**src/rtl/adc_port_pkg.sv**
```systemverilog
// Shared types for the converter serial readout port.
package adc_port_pkg;
    typedef enum logic [1:0] {
        ST_CONV  = 2'd0,
        ST_SLEEP = 2'd1,
        ST_OUT   = 2'd2
    } port_state_t;
endpackage

```
**src/rtl/adc_pin_sync.sv**
```systemverilog
// Multi-stage synchroniser for asynchronous host pins.
// Assumes each bit is independent; RST_VAL gives the idle level per bit.
module adc_pin_sync #(
    parameter int             W       = 3,
    parameter int             STAGES  = 2,
    parameter logic [W-1:0]   RST_VAL = '0
) (
    input  logic         clk,
    input  logic         rst_n,
    input  logic [W-1:0] d_i,
    output logic [W-1:0] q_o
);
    logic [W-1:0] stage [STAGES];

    genvar g;
    generate
        for (g = 0; g < STAGES; g++) begin : g_stage
            // Shift the pin level one flop further down the chain.
            always_ff @(posedge clk) begin
                if (!rst_n) stage[g] <= RST_VAL;
                else        stage[g] <= (g == 0) ? d_i : stage[(g == 0) ? 0 : g-1];
            end
        end
    endgenerate

    assign q_o = stage[STAGES-1];
endmodule

```
**src/rtl/adc_edge_detect.sv**
```systemverilog
// Rise/fall detector on already-synchronised levels.
// Outputs are single-cycle pulses in the cycle the new level first appears.
module adc_edge_detect #(
    parameter int           W       = 2,
    parameter logic [W-1:0] RST_VAL = '0
) (
    input  logic         clk,
    input  logic         rst_n,
    input  logic [W-1:0] lvl_i,
    output logic [W-1:0] rise_o,
    output logic [W-1:0] fall_o
);
    logic [W-1:0] prev_q;

    // Remember last cycle's level.
    always_ff @(posedge clk) begin
        if (!rst_n) prev_q <= RST_VAL;
        else        prev_q <= lvl_i;
    end

    assign rise_o = lvl_i & ~prev_q;
    assign fall_o = ~lvl_i & prev_q;
endmodule

```
**src/rtl/adc_cmd_decode.sv**
```systemverilog
// Command byte checker: accepts only the 1,0,EN=1 preamble and
// extracts the channel selection from the low bits.
module adc_cmd_decode #(
    parameter int CMD_W  = 8,
    parameter int ADDR_W = CMD_W - 3
) (
    input  logic [CMD_W-1:0]  cmd_i,
    output logic              valid_o,
    output logic [ADDR_W-1:0] addr_o
);
    assign valid_o = cmd_i[CMD_W-1] & ~cmd_i[CMD_W-2] & cmd_i[CMD_W-3];
    assign addr_o  = cmd_i[ADDR_W-1:0];
endmodule

```
**src/rtl/adc_frame_ctrl.sv**
```systemverilog
// Conversion/sleep/output sequencer. Works on synchronised pins and
// their edge pulses; holds the result shift register, the command
// shift register, the frame counters and the channel register.
module adc_frame_ctrl
    import adc_port_pkg::*;
#(
    parameter int FRAME_W = 32,
    parameter int CMD_W   = 8,
    parameter int ADDR_W  = CMD_W - 3
) (
    input  logic               clk,
    input  logic               rst_n,
    input  logic               cs_s,
    input  logic               sck_s,
    input  logic               sdi_s,
    input  logic               cs_rise,
    input  logic               cs_fall,
    input  logic               sck_rise,
    input  logic               sck_fall,
    input  logic               conv_done_i,
    input  logic [FRAME_W-2:0] result_i,
    input  logic               cmd_valid_i,
    input  logic [ADDR_W-1:0]  cmd_addr_i,
    output logic [CMD_W-1:0]   cmd_next_o,
    output port_state_t        state_o,
    output logic               out_bit_o,
    output logic               conv_start_o,
    output logic               cmd_load_o,
    output logic [ADDR_W-1:0]  chan_sel_o
);
    localparam int CNT_W = $clog2(FRAME_W + 1);
    localparam logic [CNT_W-1:0] LAST_CMD  = CNT_W'(CMD_W - 1);
    localparam logic [CNT_W-1:0] CMD_LEN   = CNT_W'(CMD_W);
    localparam logic [CNT_W-1:0] LAST_FALL = CNT_W'(FRAME_W - 1);
    localparam logic [CNT_W-1:0] FRAME_LEN = CNT_W'(FRAME_W);

    port_state_t         state_q;
    logic [FRAME_W-1:0]  out_sr;
    logic [CMD_W-1:0]    cmd_sr;
    logic [CNT_W-1:0]    rise_cnt;
    logic [CNT_W-1:0]    fall_cnt;
    logic                ext_ok;
    logic                start_q;
    logic                load_q;
    logic [ADDR_W-1:0]   chan_q;
    logic                rise_go;
    logic                fall_go;

    // Host clock edges count only while selected and in external-clock mode.
    assign rise_go    = sck_rise & ~cs_s & ext_ok;
    assign fall_go    = sck_fall & ~cs_s;
    assign cmd_next_o = {cmd_sr[CMD_W-2:0], sdi_s};

    // Main sequencer: state, shift registers, counters and channel register.
    always_ff @(posedge clk) begin
        if (!rst_n) begin
            state_q  <= ST_CONV;
            out_sr   <= '0;
            cmd_sr   <= '0;
            rise_cnt <= '0;
            fall_cnt <= '0;
            ext_ok   <= 1'b0;
            start_q  <= 1'b0;
            load_q   <= 1'b0;
            chan_q   <= '0;
        end else begin
            start_q <= 1'b0;
            load_q  <= 1'b0;
            if (cs_fall) ext_ok <= ~sck_s;
            case (state_q)
                ST_CONV: begin
                    if (conv_done_i) begin
                        state_q <= ST_SLEEP;
                        out_sr  <= {1'b0, result_i};
                    end
                end
                ST_SLEEP: begin
                    if (rise_go) begin
                        state_q  <= ST_OUT;
                        cmd_sr   <= cmd_next_o;
                        rise_cnt <= CNT_W'(1);
                        fall_cnt <= '0;
                    end
                end
                ST_OUT: begin
                    if (cs_rise) begin
                        state_q <= ST_CONV;
                        start_q <= 1'b1;
                    end else if (rise_go) begin
                        if (rise_cnt < CMD_LEN) begin
                            cmd_sr <= cmd_next_o;
                            if (rise_cnt == LAST_CMD && cmd_valid_i) begin
                                chan_q <= cmd_addr_i;
                                load_q <= 1'b1;
                            end
                        end
                        if (rise_cnt != FRAME_LEN) rise_cnt <= rise_cnt + 1'b1;
                    end else if (fall_go) begin
                        out_sr <= {out_sr[FRAME_W-2:0], 1'b0};
                        if (fall_cnt == LAST_FALL) begin
                            state_q <= ST_CONV;
                            start_q <= 1'b1;
                        end else begin
                            fall_cnt <= fall_cnt + 1'b1;
                        end
                    end
                end
                default: state_q <= ST_CONV;
            endcase
        end
    end

    assign state_o      = state_q;
    assign out_bit_o    = out_sr[FRAME_W-1];
    assign conv_start_o = start_q;
    assign cmd_load_o   = load_q;
    assign chan_sel_o   = chan_q;
endmodule

```
**src/rtl/adc_serial_port.sv**
```systemverilog
// Top of the converter serial readout port. Synchronises the host
// pins, detects edges, runs the frame sequencer and drives the
// tri-state data line. Assumes one system clock much faster than SCK.
module adc_serial_port
    import adc_port_pkg::*;
#(
    parameter int FRAME_W     = 32,
    parameter int CMD_W       = 8,
    parameter int ADDR_W      = CMD_W - 3,
    parameter int SYNC_STAGES = 2
) (
    input  logic               clk,
    input  logic               rst_n,
    input  logic               cs_n_i,
    input  logic               sck_i,
    input  logic               sdi_i,
    output logic               sdo_o,
    output logic               sdo_oe_o,
    input  logic               conv_done_i,
    input  logic [FRAME_W-2:0] result_i,
    output logic               conv_start_o,
    output logic [ADDR_W-1:0]  chan_sel_o
);
    logic [2:0]        pins_s;
    logic [1:0]        rise_w;
    logic [1:0]        fall_w;
    logic [CMD_W-1:0]  cmd_next;
    logic              cmd_valid;
    logic [ADDR_W-1:0] cmd_addr;
    logic              out_bit;
    logic              cmd_load;
    port_state_t       fsm_state;

    // pins_s = {sdi, sck, cs_n}; chip select idles high.
    adc_pin_sync #(.W(3), .STAGES(SYNC_STAGES), .RST_VAL(3'b001)) u_sync (
        .clk(clk), .rst_n(rst_n),
        .d_i({sdi_i, sck_i, cs_n_i}), .q_o(pins_s)
    );

    adc_edge_detect #(.W(2), .RST_VAL(2'b01)) u_edge (
        .clk(clk), .rst_n(rst_n),
        .lvl_i(pins_s[1:0]), .rise_o(rise_w), .fall_o(fall_w)
    );

    adc_cmd_decode #(.CMD_W(CMD_W), .ADDR_W(ADDR_W)) u_dec (
        .cmd_i(cmd_next), .valid_o(cmd_valid), .addr_o(cmd_addr)
    );

    adc_frame_ctrl #(.FRAME_W(FRAME_W), .CMD_W(CMD_W), .ADDR_W(ADDR_W)) u_ctrl (
        .clk(clk), .rst_n(rst_n),
        .cs_s(pins_s[0]), .sck_s(pins_s[1]), .sdi_s(pins_s[2]),
        .cs_rise(rise_w[0]), .cs_fall(fall_w[0]),
        .sck_rise(rise_w[1]), .sck_fall(fall_w[1]),
        .conv_done_i(conv_done_i), .result_i(result_i),
        .cmd_valid_i(cmd_valid), .cmd_addr_i(cmd_addr),
        .cmd_next_o(cmd_next), .state_o(fsm_state), .out_bit_o(out_bit),
        .conv_start_o(conv_start_o), .cmd_load_o(cmd_load),
        .chan_sel_o(chan_sel_o)
    );

    // Pad driver: enabled while selected; status bit outside the output state.
    assign sdo_oe_o = ~pins_s[0];
    assign sdo_o    = sdo_oe_o & ((fsm_state == ST_OUT) ? out_bit : (fsm_state == ST_CONV));
endmodule

```
**config.mk**
```make
export PLATFORM = sky130hd
export DESIGN_NAME = adc_serial_port
export DESIGN_NICKNAME = d
export VERILOG_FILES = /design/src/rtl/adc_port_pkg.sv /design/src/rtl/adc_pin_sync.sv /design/src/rtl/adc_edge_detect.sv /design/src/rtl/adc_cmd_decode.sv /design/src/rtl/adc_frame_ctrl.sv /design/src/rtl/adc_serial_port.sv
export SDC_FILE = /design/constraint.sdc
export NUM_CORES = 1
export LEC_CHECK = 0
export CAP_MARGIN = 20
export CORE_MARGIN = 4
export CORE_UTILIZATION = 45
export DETAILED_ROUTE_END_ITERATION = 12
export GPL_TIMING_DRIVEN = 0
export PLACE_DENSITY = 0.68
export SYNTH_ARGS = -nofsm -noshare
export SYNTH_HDL_FRONTEND = slang
export SYNTH_SLANG_ARGS = --single-unit
```
**constraint.sdc**
```tcl
create_clock -name clk -period 3.55 [get_ports clk]
set_input_delay 1.065 -clock clk [delete_from_list [all_inputs] [get_ports clk]]
set_output_delay 1.065 -clock clk [all_outputs]
set_load 0.02 [all_outputs]
```
==> results of run 1 <==
## path summary, 6_finish.rpt
kind,slack [ns],depth (start not counted),end
setup reg to reg,1.56,7,u_ctrl.rise_cnt[4]
hold reg to reg,0.41,1,u_sync.stage[1][0]
hold / removal,0.41,1,u_sync.stage[1][0]
setup / recovery,0.45,8,sdo_o
## placed cells by master, fill, tap and decap left out, types with 5 or more instances in the layout
master                            netlist  final
sky130_fd_sc_hd__nand2_1               57     57
sky130_fd_sc_hd__dfxtp_1               68     68
sky130_fd_sc_hd__o211a_1               33     33
sky130_fd_sc_hd__nand3_1                6      6
sky130_fd_sc_hd__nor2b_1                7      7
sky130_fd_sc_hd__clkdlybuf4s50_1        0     42
sky130_fd_sc_hd__clkbuf_8               0     12
sky130_fd_sc_hd__clkbuf_1               9     11
sky130_fd_sc_hd__inv_1                  9      9
sky130_fd_sc_hd__o21ai_0                7      7
sky130_fd_sc_hd__buf_6                  6      6
sky130_fd_sc_hd__ha_1                   8      8
sky130_fd_sc_hd__and2_1                 5      5
sky130_fd_sc_hd__mux2i_1               46     46
sky130_fd_sc_hd__nor2_1                 5      5
## state kept, by name, indices dropped and copies added (netlist names)
name                 cells
u_ctrl.out_sr           32
u_ctrl.cmd_sr            7
u_ctrl.fall_cnt          6
u_ctrl.rise_cnt          6
u_sync.stage             6
u_ctrl.chan_sel_o        5
u_ctrl.state_o           2
u_edge.prev_q            2
u_ctrl.conv_start_o      1
u_ctrl.ext_ok            1
## logic make-up (layout without fill, tap and decap cells)
logic type      count (synthesis)  in the layout
simple gates                  105            105
compound gates                 68             68
flops                          68             68
mux                            46             46
buf+inv                        31             90
fa+ha+maj                       8              8
## worst register-to-register path, cell delays in order, from the launching register on
cell,delay [ns]
sky130_fd_sc_hd__dfxtp_1,0.39
sky130_fd_sc_hd__inv_1,0.10
sky130_fd_sc_hd__ha_1,0.19
sky130_fd_sc_hd__buf_2,0.19
sky130_fd_sc_hd__nor2_1,0.19
sky130_fd_sc_hd__o211ai_2,0.21
sky130_fd_sc_hd__or4_1,0.52
sky130_fd_sc_hd__a21boi_1,0.14
## report_power, final
part | total, mW | switching, mW | internal, mW
Combinational | 1.04 | 0.538 | 0.502
Sequential | 1.06 | 0.106 | 0.959
Clock | 0.591 | 0.279 | 0.311
## through the flow
stage               power [mW]  hold slack (ns)  utilization [%]
floorplan                1.882           0.3863                -
global placement         2.102           0.3922            55.06
detailed placement       2.127           0.4001            55.06
CTS                      2.727           0.4180            57.80
global route             2.905           0.4552            57.83
finish                   2.695           0.4145            57.83
## cell type report
type	count	area, um^2
Buffer	22	140.1
Tap cell	96	120.1
Timing Repair Buffer	43	432.9
Sequential cell	68	1361
Inverter	9	33.78
Clock buffer	15	176.4
Fill cell	626	2897
Multi-Input combinational cell	227	1703
Clock inverter	1	5.005
## layer usage
layer / up-vias / wire (um) / global-route usage (%) / share of wire [%]
li1: 1276 / - / - / -
met1: 1212 / 3160 / 21.24 / 48
met2: 37 / 3127 / 26.59 / 47
met3: 5 / 272 / 5.037 / 4.1
met4: 0 / 69 / 5.128 / 1.0
met5: - / 0 / 0 / 0
## repair_timing
action / CTS / global route
endpoints found under the hold margin: 0 / 0
endpoints found under the setup margin: 1 / 1
pin swaps: 0 / 0
gates resized for setup: 3 / 1
buffers inserted: 0 / 0
==> impl_results.md, run 1 <==
* Run status: completed
* CTS tree: yes
* Router iterations before antenna repair at 4
* Post-synthesis to final-layout area growth at 22.92%
* Total Neg Setup Slack at 0 ns
* Start point of the critical path: u_ctrl.state_o[0]
* Number of DRC violations after detailed-routing iteration 0 at between 150 and 200
* Number of rows in the core area at 30
* R2r startpoint: u_ctrl.state_o[0]
* Power density cells at about 680 nW/um^2
* Mux contribution to synthesized area at 14.25%
* Synth top area share at 42.12%
* Cell at the root of the clock tree: sky130_fd_sc_hd__clkbuf_8
* Commonest cells in the netlist: 68 x sky130_fd_sc_hd__dfxtp_1, 57 x sky130_fd_sc_hd__nand2_1, 46 x sky130_fd_sc_hd__mux2i_1, 33 x sky130_fd_sc_hd__o211a_1
* Number of max-cap violations at 0
* Category of the critical setup timing path: flop to primary output
* Leakage power of the design at ~1.7 nW
* Post-layout net count at about 430
* Mean routed wirelength per cell at 13.78 um
* Fraction of final layout cells with drive strength greater than 1 at ~8.6%
* Max Clk Rate at 322.4 MHz
* Arr. time, crit path at roughly 2.0 ns
* Count of cell types in the netlist at 47
* Routed via count at around 2.5k
* Detail-routed via count per cell at between 5 and 6
* Final setup violation count at 0
* Reg clk slew, reported paths at around 0.070 ns
* Hold buffer count at cts at 0
* Number of standard cells in the final layout excluding fillers at 481
* Synthesized cell area at 3232 um^2
* Leading register cell type out of synthesis: sky130_fd_sc_hd__dfxtp_1
* Overall routing resource usage at 16.52%
* Number of synthesized register bits at 68
* Number of remaining DRC errors at 0
* H-tree Lvls at 3
* Dominant combinational cell family by area after synthesis: compound AO/OA/AOI/OAI gates
* Wire length of the first global-routing pass at 11450 um
* Cell type contributing the most total cell area after synthesis: sky130_fd_sc_hd__dfxtp_1
* Critical Path, Cell by Cell: inv_1 -> ha_1 -> buf_2 -> buf_4 -> clkbuf_4 -> a21oi_1 -> nor2_1 -> dlymetal6s2s_1
* Buffer depth of the longest clock path at 2
* Data required time at the worst endpoint at 2.48 ns
* FFs w/ async S/R, synth at 0%
* Antenna diodes at 0
* Final Hold Viols at 0
* Number of buffers created by CTS at 9
* Input/output buffers at 43
* Initial core utilization at 47.05%
* Transition time at the pin with the least slew margin at 0.6568 ns
* Hold Path Origin: u_sync.stage[0][0]
* Worst vdd rail ir drop at ~0.36 mV
* Standard cell area after detailed placement at 3782 um^2
* Crit Path Max Fanout at 10
* Detail Placement HPWL at 4755 um
* Boundary pin count at 45
* Final RePlAce weighted congestion at 0.8084
* Net count after synthesis at 371
* Final max-slew violation count at 0
* Post-synthesis xor/xnor area fraction at 0%
* Total number of yosys warnings at 0
* Die Height at 92.75 um
* Time the final worst path needs with I/O delays and setup at 3.102 ns
* Most area-consuming cells after synthesis: sky130_fd_sc_hd__dfxtp_1 42%, sky130_fd_sc_hd__mux2i_1 14%, sky130_fd_sc_hd__o211a_1 10%
* Number of enable flip-flop cells after synthesis at 0
* Worst min-delay path category: flop to flop
* Syn_area_per_cell at 9.914 um^2
* GRT Residual Overflow at 0
* Crit path largest cell delay at slightly below 0.4 ns
* Finished Cell Area at 3973 um^2
* Area of the placeable core at 6869 um^2
* Dominant cell by count in the synthesized netlist: sky130_fd_sc_hd__dfxtp_1
* Clock insertion delay at the later pin of the skew report at around 0.34 ns
* Skew final at 0.007387 ns
* Slew HR at about 56%
* Setup repair after global routing missed its margin: false
* Share of the clock period used by the worst path at 87.38%
* Sequential element share of the synthesized area at about 42%
* Post-synthesis simple-gate area fraction at roughly 17%
* Family with the most delay on the worst path: buffers and inverters
* Die extent in x at approximately 90 um
* WP buf/inv at 5
* Crit path setup slack, layout at 0.4480 ns
* Startpoint class of the critical path: flop
* Largest net degree at the start of global routing at 11
* Pre-CTS WS at 0.1127 ns
* Post-detailed-route count of antenna-violating nets at 0
* Cell with the largest stage delay on the worst path: sky130_fd_sc_hd__dfxtp_1
* Adder-Cell Fraction of Synth Area at 3.097%
* Mapped Cells at 326
* Antenna violations before repair at 0
* Compound-gate portion of the synthesized area at 18.54%
* Placed Cells incl. Taps at 465
* Full die area at 8602 um^2
* Capturing element type of the critical path: primary output
* Number of sinks driven by the clock tree at 68
* Number of global-route vias before repair at 2552
* Routed wire length at 6629 um
No activity file was read; power rests on OpenSTA's default activity.
==> inputs of run 2 (changes only) <==
- CTS_CLUSTER_SIZE: default -> 16
==> results of run 2 <==
Final layout, timing and power as in run 1 (identical DEF).
